--- src/rtl/mbd_pkg.sv ---
package mbd_pkg;

    // One-hot-or-zero strobe group presented to memories and peripherals
    typedef struct packed {
        logic mem_rd;
        logic mem_wr;
        logic io_rd;
        logic io_wr;
    } sel_t;

    localparam int unsigned LO_W   = 8;
    localparam int unsigned ADDR_W = 16;

endpackage

--- src/rtl/bus_addr_latch.sv ---
module bus_addr_latch #(
    parameter int unsigned W = 8
) (
    input  logic         clk,
    input  logic         rst_n,
    input  logic         ale,
    input  logic [W-1:0] ad_i,
    output logic [W-1:0] lo_o
);

    typedef struct packed {
        logic [W-1:0] lat;
    } lat_state_t;

    lat_state_t st_d, st_q;

    always_comb begin
        st_d = st_q;
        if (ale) begin
            st_d.lat = ad_i;
        end
    end

    always_ff @(posedge clk or negedge rst_n) begin
        if (!rst_n) begin
            st_q <= '0;
        end else begin
            st_q <= st_d;
        end
    end

    // Transparent while the enable is high, holding once it drops
    assign lo_o = ale ? ad_i : st_q.lat;

    // the presented low byte cannot move while the latch stays closed
    a_r1_hold_while_closed: assert property (@(posedge clk) disable iff (!rst_n)
        !ale |=> (ale || $stable(lo_o)));

endmodule

--- src/rtl/bus_space_decode.sv ---
module bus_space_decode
    import mbd_pkg::*;
#(
    parameter bit          MEM_MAPPED    = 1'b0,
    parameter int unsigned MEM_LIMIT     = 24576,
    parameter int unsigned PORT_LIMIT    = 192,
    parameter int unsigned SLOW_PORT_MIN = 128
) (
    input  logic              clk,
    input  logic              rst_n,
    input  logic [ADDR_W-1:0] addr_i,
    input  logic              io_m,
    input  logic              rd_n,
    input  logic              wr_n,
    output sel_t              sel_o,
    output logic              rd_o,
    output logic              act_o,
    output logic              slow_o
);

    localparam logic [ADDR_W:0] MEM_LIM_X  = (ADDR_W+1)'(MEM_LIMIT);
    localparam logic [LO_W:0]   PORT_LIM_X = (LO_W+1)'(PORT_LIMIT);
    localparam logic [LO_W:0]   SLOW_MIN_X = (LO_W+1)'(SLOW_PORT_MIN);

    logic            rd_c, wr_c, is_io, hit_io, hit_mem;
    logic [LO_W-1:0] port;

    assign rd_c = !rd_n && wr_n;
    assign wr_c = !wr_n && rd_n;
    assign port = addr_i[LO_W-1:0];

    generate
        if (MEM_MAPPED) begin : g_top_bit
            assign is_io = addr_i[ADDR_W-1];
            // an I/O select only ever appears in the upper half
            a_r3_io_upper_half: assert property (@(posedge clk) disable iff (!rst_n)
                (sel_o.io_rd || sel_o.io_wr) |-> addr_i[ADDR_W-1]);
        end else begin : g_status_line
            assign is_io = io_m;
            // an I/O select only ever appears with the status line at I/O
            a_r2_io_follows_status: assert property (@(posedge clk) disable iff (!rst_n)
                (sel_o.io_rd || sel_o.io_wr) |-> io_m);
        end
    endgenerate

    assign hit_io  = is_io  && ({1'b0, port} < PORT_LIM_X);
    assign hit_mem = !is_io && ({1'b0, addr_i} < MEM_LIM_X);

    always_comb begin
        sel_o        = '0;
        sel_o.mem_rd = hit_mem && rd_c;
        sel_o.mem_wr = hit_mem && wr_c;
        sel_o.io_rd  = hit_io  && rd_c;
        sel_o.io_wr  = hit_io  && wr_c;
    end

    assign rd_o   = rd_c;
    assign act_o  = rd_c || wr_c;
    assign slow_o = hit_io && (rd_c || wr_c) && ({1'b0, port} >= SLOW_MIN_X);

    // selects never overlap
    a_r4_sel_onehot0: assert property (@(posedge clk) disable iff (!rst_n)
        $onehot0(sel_o));
    // nothing selected on idle or conflicting strobes
    a_r4_quiet_when_idle: assert property (@(posedge clk) disable iff (!rst_n)
        (rd_n == wr_n) |-> (sel_o == '0));

endmodule

--- src/rtl/bus_wait_gen.sv ---
module bus_wait_gen #(
    parameter int unsigned WAIT_CYCLES = 2
) (
    input  logic clk,
    input  logic rst_n,
    input  logic act_i,
    input  logic slow_i,
    output logic ready_o
);

    localparam int unsigned CW = (WAIT_CYCLES > 1) ? $clog2(WAIT_CYCLES) : 1;
    localparam logic [CW-1:0] LOAD = CW'((WAIT_CYCLES > 0) ? WAIT_CYCLES - 1 : 0);
    localparam bit ENABLED = (WAIT_CYCLES > 0);

    typedef struct packed {
        logic          act;
        logic [CW-1:0] cnt;
    } wait_state_t;

    wait_state_t st_d, st_q;
    logic        start;

    // A new strobe toward a slow port opens the wait window
    assign start = ENABLED && slow_i && act_i && !st_q.act;

    always_comb begin
        st_d     = st_q;
        st_d.act = act_i;
        if (start) begin
            st_d.cnt = LOAD;
        end else if (st_q.cnt != '0) begin
            st_d.cnt = st_q.cnt - 1'b1;
        end
    end

    always_ff @(posedge clk or negedge rst_n) begin
        if (!rst_n) begin
            st_q <= '0;
        end else begin
            st_q <= st_d;
        end
    end

    assign ready_o = !(start || (st_q.cnt != '0));

    generate
        if (WAIT_CYCLES == 0) begin : g_no_wait
            // no wait states are ever requested
            a_r8_never_waits: assert property (@(posedge clk) disable iff (!rst_n)
                ready_o);
        end else if (WAIT_CYCLES >= 2) begin : g_multi_wait
            // a window of two or more clocks cannot close after one
            a_r8_window_not_short: assert property (@(posedge clk) disable iff (!rst_n)
                $fell(ready_o) |=> !ready_o);
        end
    endgenerate

endmodule

--- src/rtl/mux_bus_decoder.sv ---
module mux_bus_decoder
    import mbd_pkg::*;
#(
    parameter bit          MEM_MAPPED    = 1'b0,
    parameter int unsigned MEM_LIMIT     = 24576,
    parameter int unsigned PORT_LIMIT    = 192,
    parameter int unsigned SLOW_PORT_MIN = 128,
    parameter int unsigned WAIT_CYCLES   = 2
) (
    input  logic        clk,
    input  logic        rst_n,
    input  logic        ale,
    input  logic        io_m,
    input  logic        rd_n,
    input  logic        wr_n,
    input  logic [7:0]  addr_hi_i,
    input  logic [7:0]  ad_i,
    input  logic [7:0]  mem_rdata_i,
    input  logic [7:0]  io_rdata_i,
    output logic [15:0] addr_o,
    output logic [7:0]  port_o,
    output logic        mem_rd_o,
    output logic        mem_wr_o,
    output logic        io_rd_o,
    output logic        io_wr_o,
    output logic        ready_o,
    output logic [7:0]  ad_o,
    output logic        ad_oe_o
);

    logic [LO_W-1:0] lo_byte;
    sel_t            sel;
    logic            rd_c, act_c, slow_c;

    bus_addr_latch #(.W(LO_W)) u_latch (
        .clk   (clk),
        .rst_n (rst_n),
        .ale   (ale),
        .ad_i  (ad_i),
        .lo_o  (lo_byte)
    );

    assign addr_o = {addr_hi_i, lo_byte};
    assign port_o = lo_byte;

    bus_space_decode #(
        .MEM_MAPPED    (MEM_MAPPED),
        .MEM_LIMIT     (MEM_LIMIT),
        .PORT_LIMIT    (PORT_LIMIT),
        .SLOW_PORT_MIN (SLOW_PORT_MIN)
    ) u_decode (
        .clk    (clk),
        .rst_n  (rst_n),
        .addr_i (addr_o),
        .io_m   (io_m),
        .rd_n   (rd_n),
        .wr_n   (wr_n),
        .sel_o  (sel),
        .rd_o   (rd_c),
        .act_o  (act_c),
        .slow_o (slow_c)
    );

    bus_wait_gen #(.WAIT_CYCLES(WAIT_CYCLES)) u_wait (
        .clk     (clk),
        .rst_n   (rst_n),
        .act_i   (act_c),
        .slow_i  (slow_c),
        .ready_o (ready_o)
    );

    assign mem_rd_o = sel.mem_rd;
    assign mem_wr_o = sel.mem_wr;
    assign io_rd_o  = sel.io_rd;
    assign io_wr_o  = sel.io_wr;

    // Read return path: selected device, or all ones for a hole in the map
    always_comb begin
        ad_o = 8'hFF;
        if (sel.mem_rd) begin
            ad_o = mem_rdata_i;
        end else if (sel.io_rd) begin
            ad_o = io_rdata_i;
        end
    end

    assign ad_oe_o = rd_c;

    // the bus is driven back only during a clean read
    a_r7_drive_on_read_only: assert property (@(posedge clk) disable iff (!rst_n)
        ad_oe_o |-> (!rd_n && wr_n));
    // a read that selected nothing returns all ones
    a_r6_unmapped_all_ones: assert property (@(posedge clk) disable iff (!rst_n)
        (ad_oe_o && !mem_rd_o && !io_rd_o) |-> (ad_o == 8'hFF));

endmodule

--- config.mk ---
export PLATFORM = sky130hd
export DESIGN_NAME = mux_bus_decoder
export DESIGN_NICKNAME = d
export VERILOG_FILES = /design/src/rtl/mbd_pkg.sv /design/src/rtl/bus_addr_latch.sv /design/src/rtl/bus_space_decode.sv /design/src/rtl/bus_wait_gen.sv /design/src/rtl/mux_bus_decoder.sv
export SDC_FILE = /design/constraint.sdc
export NUM_CORES = 1
export LEC_CHECK = 0
export CORE_MARGIN = 3
export CORE_UTILIZATION = 25
export CTS_BUF_LIST = sky130_fd_sc_hd__clkbuf_16
export CTS_CLUSTER_SIZE = 20
export DETAILED_ROUTE_END_ITERATION = 12
export PLACE_DENSITY = 0.75
export SYNTH_ARGS = -nofsm -noshare
export SYNTH_HDL_FRONTEND = slang
export SYNTH_SLANG_ARGS = --single-unit
--- constraint.sdc ---
create_clock -name clk -period 1.1 [get_ports clk]
set_input_delay 0.22 -clock clk [delete_from_list [all_inputs] [get_ports clk]]
set_output_delay 0.22 -clock clk [all_outputs]
set_load 0.01 [all_outputs]
# Word level (Yosys, flattened, before mapping)
# Index checks and enable logic that the tools add are counted.
# totals
elab_cells	31
romBits	0
ram_bits	0
latchBits	0
mem_count	0
reg_bits	10
out_inout_bits	38
in_bits	38
# classes
add_sub_neg	1
bitwise_logic	0
mul	0
reduce_logical	19
eq_ne	0
order_cmp	3
mux	5
n_div	0
shift	0
# ops
op	count
$mux 8	3
$lt 16x15->1 const B	1
$logic_and 1x1->1	12
$ge 8x8->1 const B	1
$lt 8x8->1 const B	1
$logic_not 1->1	5
$logic_or 1x1->1	2
$mux 1	2
$sub 1x1->1 const B	1

# Logic depth before layout (Yosys ltp)
# depth
word_depth	9
ltp_mapped	4
ltp_nobuf	4

# Hierarchy
# Synthesis repeated with hierarchy kept, for this count alone.
# unflattened
cells_unflattened	70
area_unflattened_um2	793.3
# by_module_without_submodules
module	seq_area_each_um2	area_per_inst_um2	cells_each	n_inst
bus_addr_latch	200.2	331.6	17	1
mux_bus_decoder	0.0	307.8	36	1
bus_space_decode	0.0	88.8	13	1
bus_wait_gen	50.0	65.1	4	1

# Worst setup path before layout
# OpenSTA, ideal clock, no wires.
# synth_path
path_type	input -> output
startpoint	input port rd_n
endpoint	output port ad_o[0]
path_stages	4
path_slack_ns	-0.069
n_path_buf	0
arrival_time_ns	0.949
required_ns	0.880
path_cell_list	inv_1 > ha_1 > nand4_4 > o22a_1
# synth_via
elab_chain_cells	5
elab_cells_between_ends	6
cone_classes	2 x mux; 4 x reduce/logical
# synth_lines
item	line_no	source
from (decl)	mux_bus_decoder.sv:14	input logic rd_n,
$logic_not 1->1 (*)	bus_space_decode.sv:28	assign rd_c = !rd_n && wr_n;
$logic_and 1x1->1 (*)	bus_space_decode.sv:28	
named net ad_oe_o	mux_bus_decoder.sv:28	output logic ad_oe_o
$logic_and 1x1->1	bus_space_decode.sv:53	sel_o.io_rd = hit_io && rd_c;
$mux 8	mux_bus_decoder.sv:82	end else if (sel.io_rd) begin
$mux 8 (*)	mux_bus_decoder.sv:80	if (sel.mem_rd) begin
to (decl)	mux_bus_decoder.sv:27	output logic [7:0] ad_o,
# The timed path passes the listed nets; every way through them passes the cells marked *.

# Worst setup path in the final report
# layout_path
startpoint	register u_latch.st_q[7] (netlist bit)
endpoint	output port ad_o[6]
# layout_via
elab_chain_cells	6
elab_cells_between_ends	9
cone_classes	2 x order compare; 3 x mux; 4 x reduce/logical
# layout_lines
item	line_no	source
from (decl)	bus_addr_latch.sv:15	lat_state_t st_d, st_q;
from (signal assigned)	bus_addr_latch.sv:28	st_q <= st_d;
$mux 8 (*)	--	
$lt 8x8->1	bus_space_decode.sv:46	assign hit_io = is_io && ({1'b0, port} < PORT_LIM_X);
$logic_and 1x1->1	bus_space_decode.sv:46	
$logic_and 1x1->1	bus_space_decode.sv:53	
$mux 8	mux_bus_decoder.sv:82	
$mux 8 (*)	mux_bus_decoder.sv:80	
# Mark *: on every way between the ends. The rest lies on a longest branch, timed or not.

==> results.md <==
- CP max stage cell: dfrtp_1
- Yosys cell types: 17
- Power density cells: 1050 nW/um^2
- Antenna violations before repair: 0
- Pin count of the biggest net entering global routing: 11
- DR pass1 iterations: 4
- Asr flop ratio synth: 100%
- Critical path type: reg -> out
- Cts bufs inserted: 3
- IO Count: 76
- Max-Cap Viols: 0
- Avg Vias per Cell: 4.68
- Clock skew: 2.75 ps
- CTS sink cnt: 10
- N_diodes: 0
- Final TNS setup: -7090 ps
- Crit share post-route: 142%
- CP bufs+invs: 2
- Reg2reg end: u_wait.st_q[0]
- Leak: 0.765 nW
- Dpl hpwl: 1820 um
- Startpoint types: flip-flop
- Detailed-route DRC error count: 0
- Core box area: 2540 um^2
- Area growth syn-to-layout: 128%
- Worst Path Required: 880 ps
- Crit Reg-Reg Startpoint: u_latch.st_q[7]
- Chip width: 58.5 um
- CTS tree: done
- GRT Total Usage: 15.9%
- Gate Count Post-Synth: 62
- Internal power: 1.24 mW
- Top delay family on crit path: flip-flops
- Worst R2R Setup Slack: 60 ps
- Setup violations, final: 29
- Layout cells sized above 1: 62.5%
- Post-Syn Area: 689 um^2
- Sequential share of power: 25.6%
- Cell area after layout: 1570 um^2
- Crit-path max FO: 5
- Fin util: 61.8%
- CP arrival: 1340 ps
- Synthesized flop and latch total: 10
- Syn Area/Cell: 11.1 um^2
- Final wirelength: 2710 um
- Tmin final: 1560 ps
- DP Area: 1320 um^2
- Max clock buf depth: 2
- Relative slew slack: 78.7%
- Status: finished with violations
- Worst-case reg-to-reg path depth: 4
- Fin nets: 177
- EDFF count, synth: 0
- RSZ-0062 raised after global routing: true
- Final ANT Viol Nets: 0
- Sw Pwr: 413 uW
- Slowest stage delay, CP: 400 ps
- Via Count: 777
- Clock-pin slew on the worst setup and hold paths: 40 ps
- Starting Density: 27.1%
- Maximum VDD drop: 0.926 mV
- Top cell type's share of synthesized area: 36.3%
- Clock Tree Root: clkbuf_16
- YS warnings: 0
- CP Capture Type: output pin
- Top cells by count, synth: buf_4 (16), dfrtp_1 (10), o22a_1 (8), mux2_2 (7), inv_1 (6)
- Grt total ovfl: 0
- Crit-path cells: nand3b_4 > nand4_4 > buf_6 > o22a_1 > buf_2
- DIE HEIGHT: 58.5 um
- Sw Share: 25.0%
- Slew Viols, Final: 0
- I/O Buffers: 65
- Most area-consuming cells after synthesis: dfrtp_1 (36%), buf_4 (17%), mux2_2 (11%)
- Final Hold Fails: 0
- Register area share after synthesis: 36.3%
- Count leader, synth: buf_4
- Logic pwr share: 35.4%
- Placer Congestion: 0.651
- WL/cell: 16.3 um
- Yosys top cell by area: dfrtp_1
- Pwr Total: 1.65 mW
- Portion of total power attributed to the clock network: 39.0%
- Htree depth: 1
- Worst setup margin: -462 ps
- First-pass GRT wire length: 4170 um
- Worst Tran Pin Value: 318 ps
- Top FF cell, synth: dfrtp_1
- Setup WS pre-CTS: -1050 ps
- Syn_nets: 102
- Clock Latency Late Sink: 240 ps
- Row count: 18
- Die ar.: 3420 um^2
- Initial drt markers: 21
- Max Fclk: 640 MHz
- Hold_buf cts: 0
- Vias in the first global route: 898
- Failing checks: negative setup slack
- Hold Path Class: in -> async
-- worst max path at each step --
| stage | startpoint | to | slack, ps | depth (start not counted) |
|---|---|---|---|---|
| 2_1_floorplan | ale | io_wr_o | -6 | 4 |
| 3_3_place_gp | ale | ready_o | -980 | 5 |
| 3_5_place_dp | ale | ready_o | -1050 | 5 |
| 4_1_cts | u_latch.st_q[7] | ad_o[6] | -500 | 5 |
| 5_1_grt | u_latch.st_q[7] | ad_o[6] | -520 | 5 |
| 6_report | u_latch.st_q[7] | ad_o[6] | -460 | 5 |
-- final cells by class --
cell class                 instances  area (um^2)
clock inverter                     1         3.75
inverter                           6         25.0
fill                             198          971
multi-input combinational         31          395
tap                               30         37.5
sequential                        10          250
timing repair buffer              85          787
clock buffer                       3         75.1
-- state kept, by name, summed over array words and instances (netlist names) --
signal and flops:
u_latch.st_q 8, u_wait.st_q 2
-- per-layer routing --
layer  vias up  wire length [um]  GRT usage, %
li1        352                 -             -
met4         0                14          4.64
met2        63              1410          32.1
met3         4               414          5.26
met1       358               874          14.7
met5         -                 0             0
-- repair_timing --
action                     CTS  global route
gates cloned                 2             0
pin swaps                   12             9
buffers inserted            15             4
gates resized for setup    205            12
setup endpoints to repair   42            31
-- stage by stage --
stage / hold WS (ps) / std cells
after global routing: 309 / 166
after global placement: 440 / 147
after detailed placement: 440 / 147
after CTS: 297 / 165
final: 293 / 166
after floorplan: -75.6 / 62
-- cell families after synthesis --
logic type / Yosys count / synth area share, %
flip-flops: 10 / 36.3
AND/OR/NAND/NOR: 9 / 12.0
buffers and inverters: 23 / 22.3
adder cells (fa/ha/maj): 2 / 3.63
AO/OA/AOI/OAI: 10 / 12.9
multiplexers: 8 / 12.9
-- worst reg2reg max path, stage by stage, from the launching register on --
cell and delay (ps):
dfrtp_1 400, mux2i_2 180, buf_4 150, nor3_4 40
and3_1 160
-- power groups by stage --
| stage | Clock, mW | Sequential, mW | Combinational (mW) |
|---|---|---|---|
| floorplan | 0 | 0.421 | 0.228 |
| global placement | 0 | 0.424 | 0.488 |
| detailed placement | 0 | 0.424 | 0.492 |
| CTS | 0.657 | 0.423 | 0.571 |
| global route | 0.672 | 0.427 | 0.627 |
| finish | 0.645 | 0.423 | 0.585 |
-- cells in the final DEF (no fill, tap or decap) --
master	count
nand3_2	1
a31oi_2	1
nor3_4	1
dlygate4sd2_1	8
and3_1	2
inv_2	3
inv_4	1
a211oi_4	1
buf_4	12
clkbuf_16	3
clkinv_1	1
ha_4	1
buf_6	31
buf_8	1
dlymetal6s2s_1	1
ha_1	1
clkdlybuf4s50_1	18
nand4_4	2
o22a_1	8
nand2_2	1
nand3b_4	1
and2_4	2
mux2_4	7
mux2i_2	1
inv_1	2
dfrtp_1	10
buf_2	14
nand2_4	1
No activity file was read; power rests on OpenSTA's default activity.
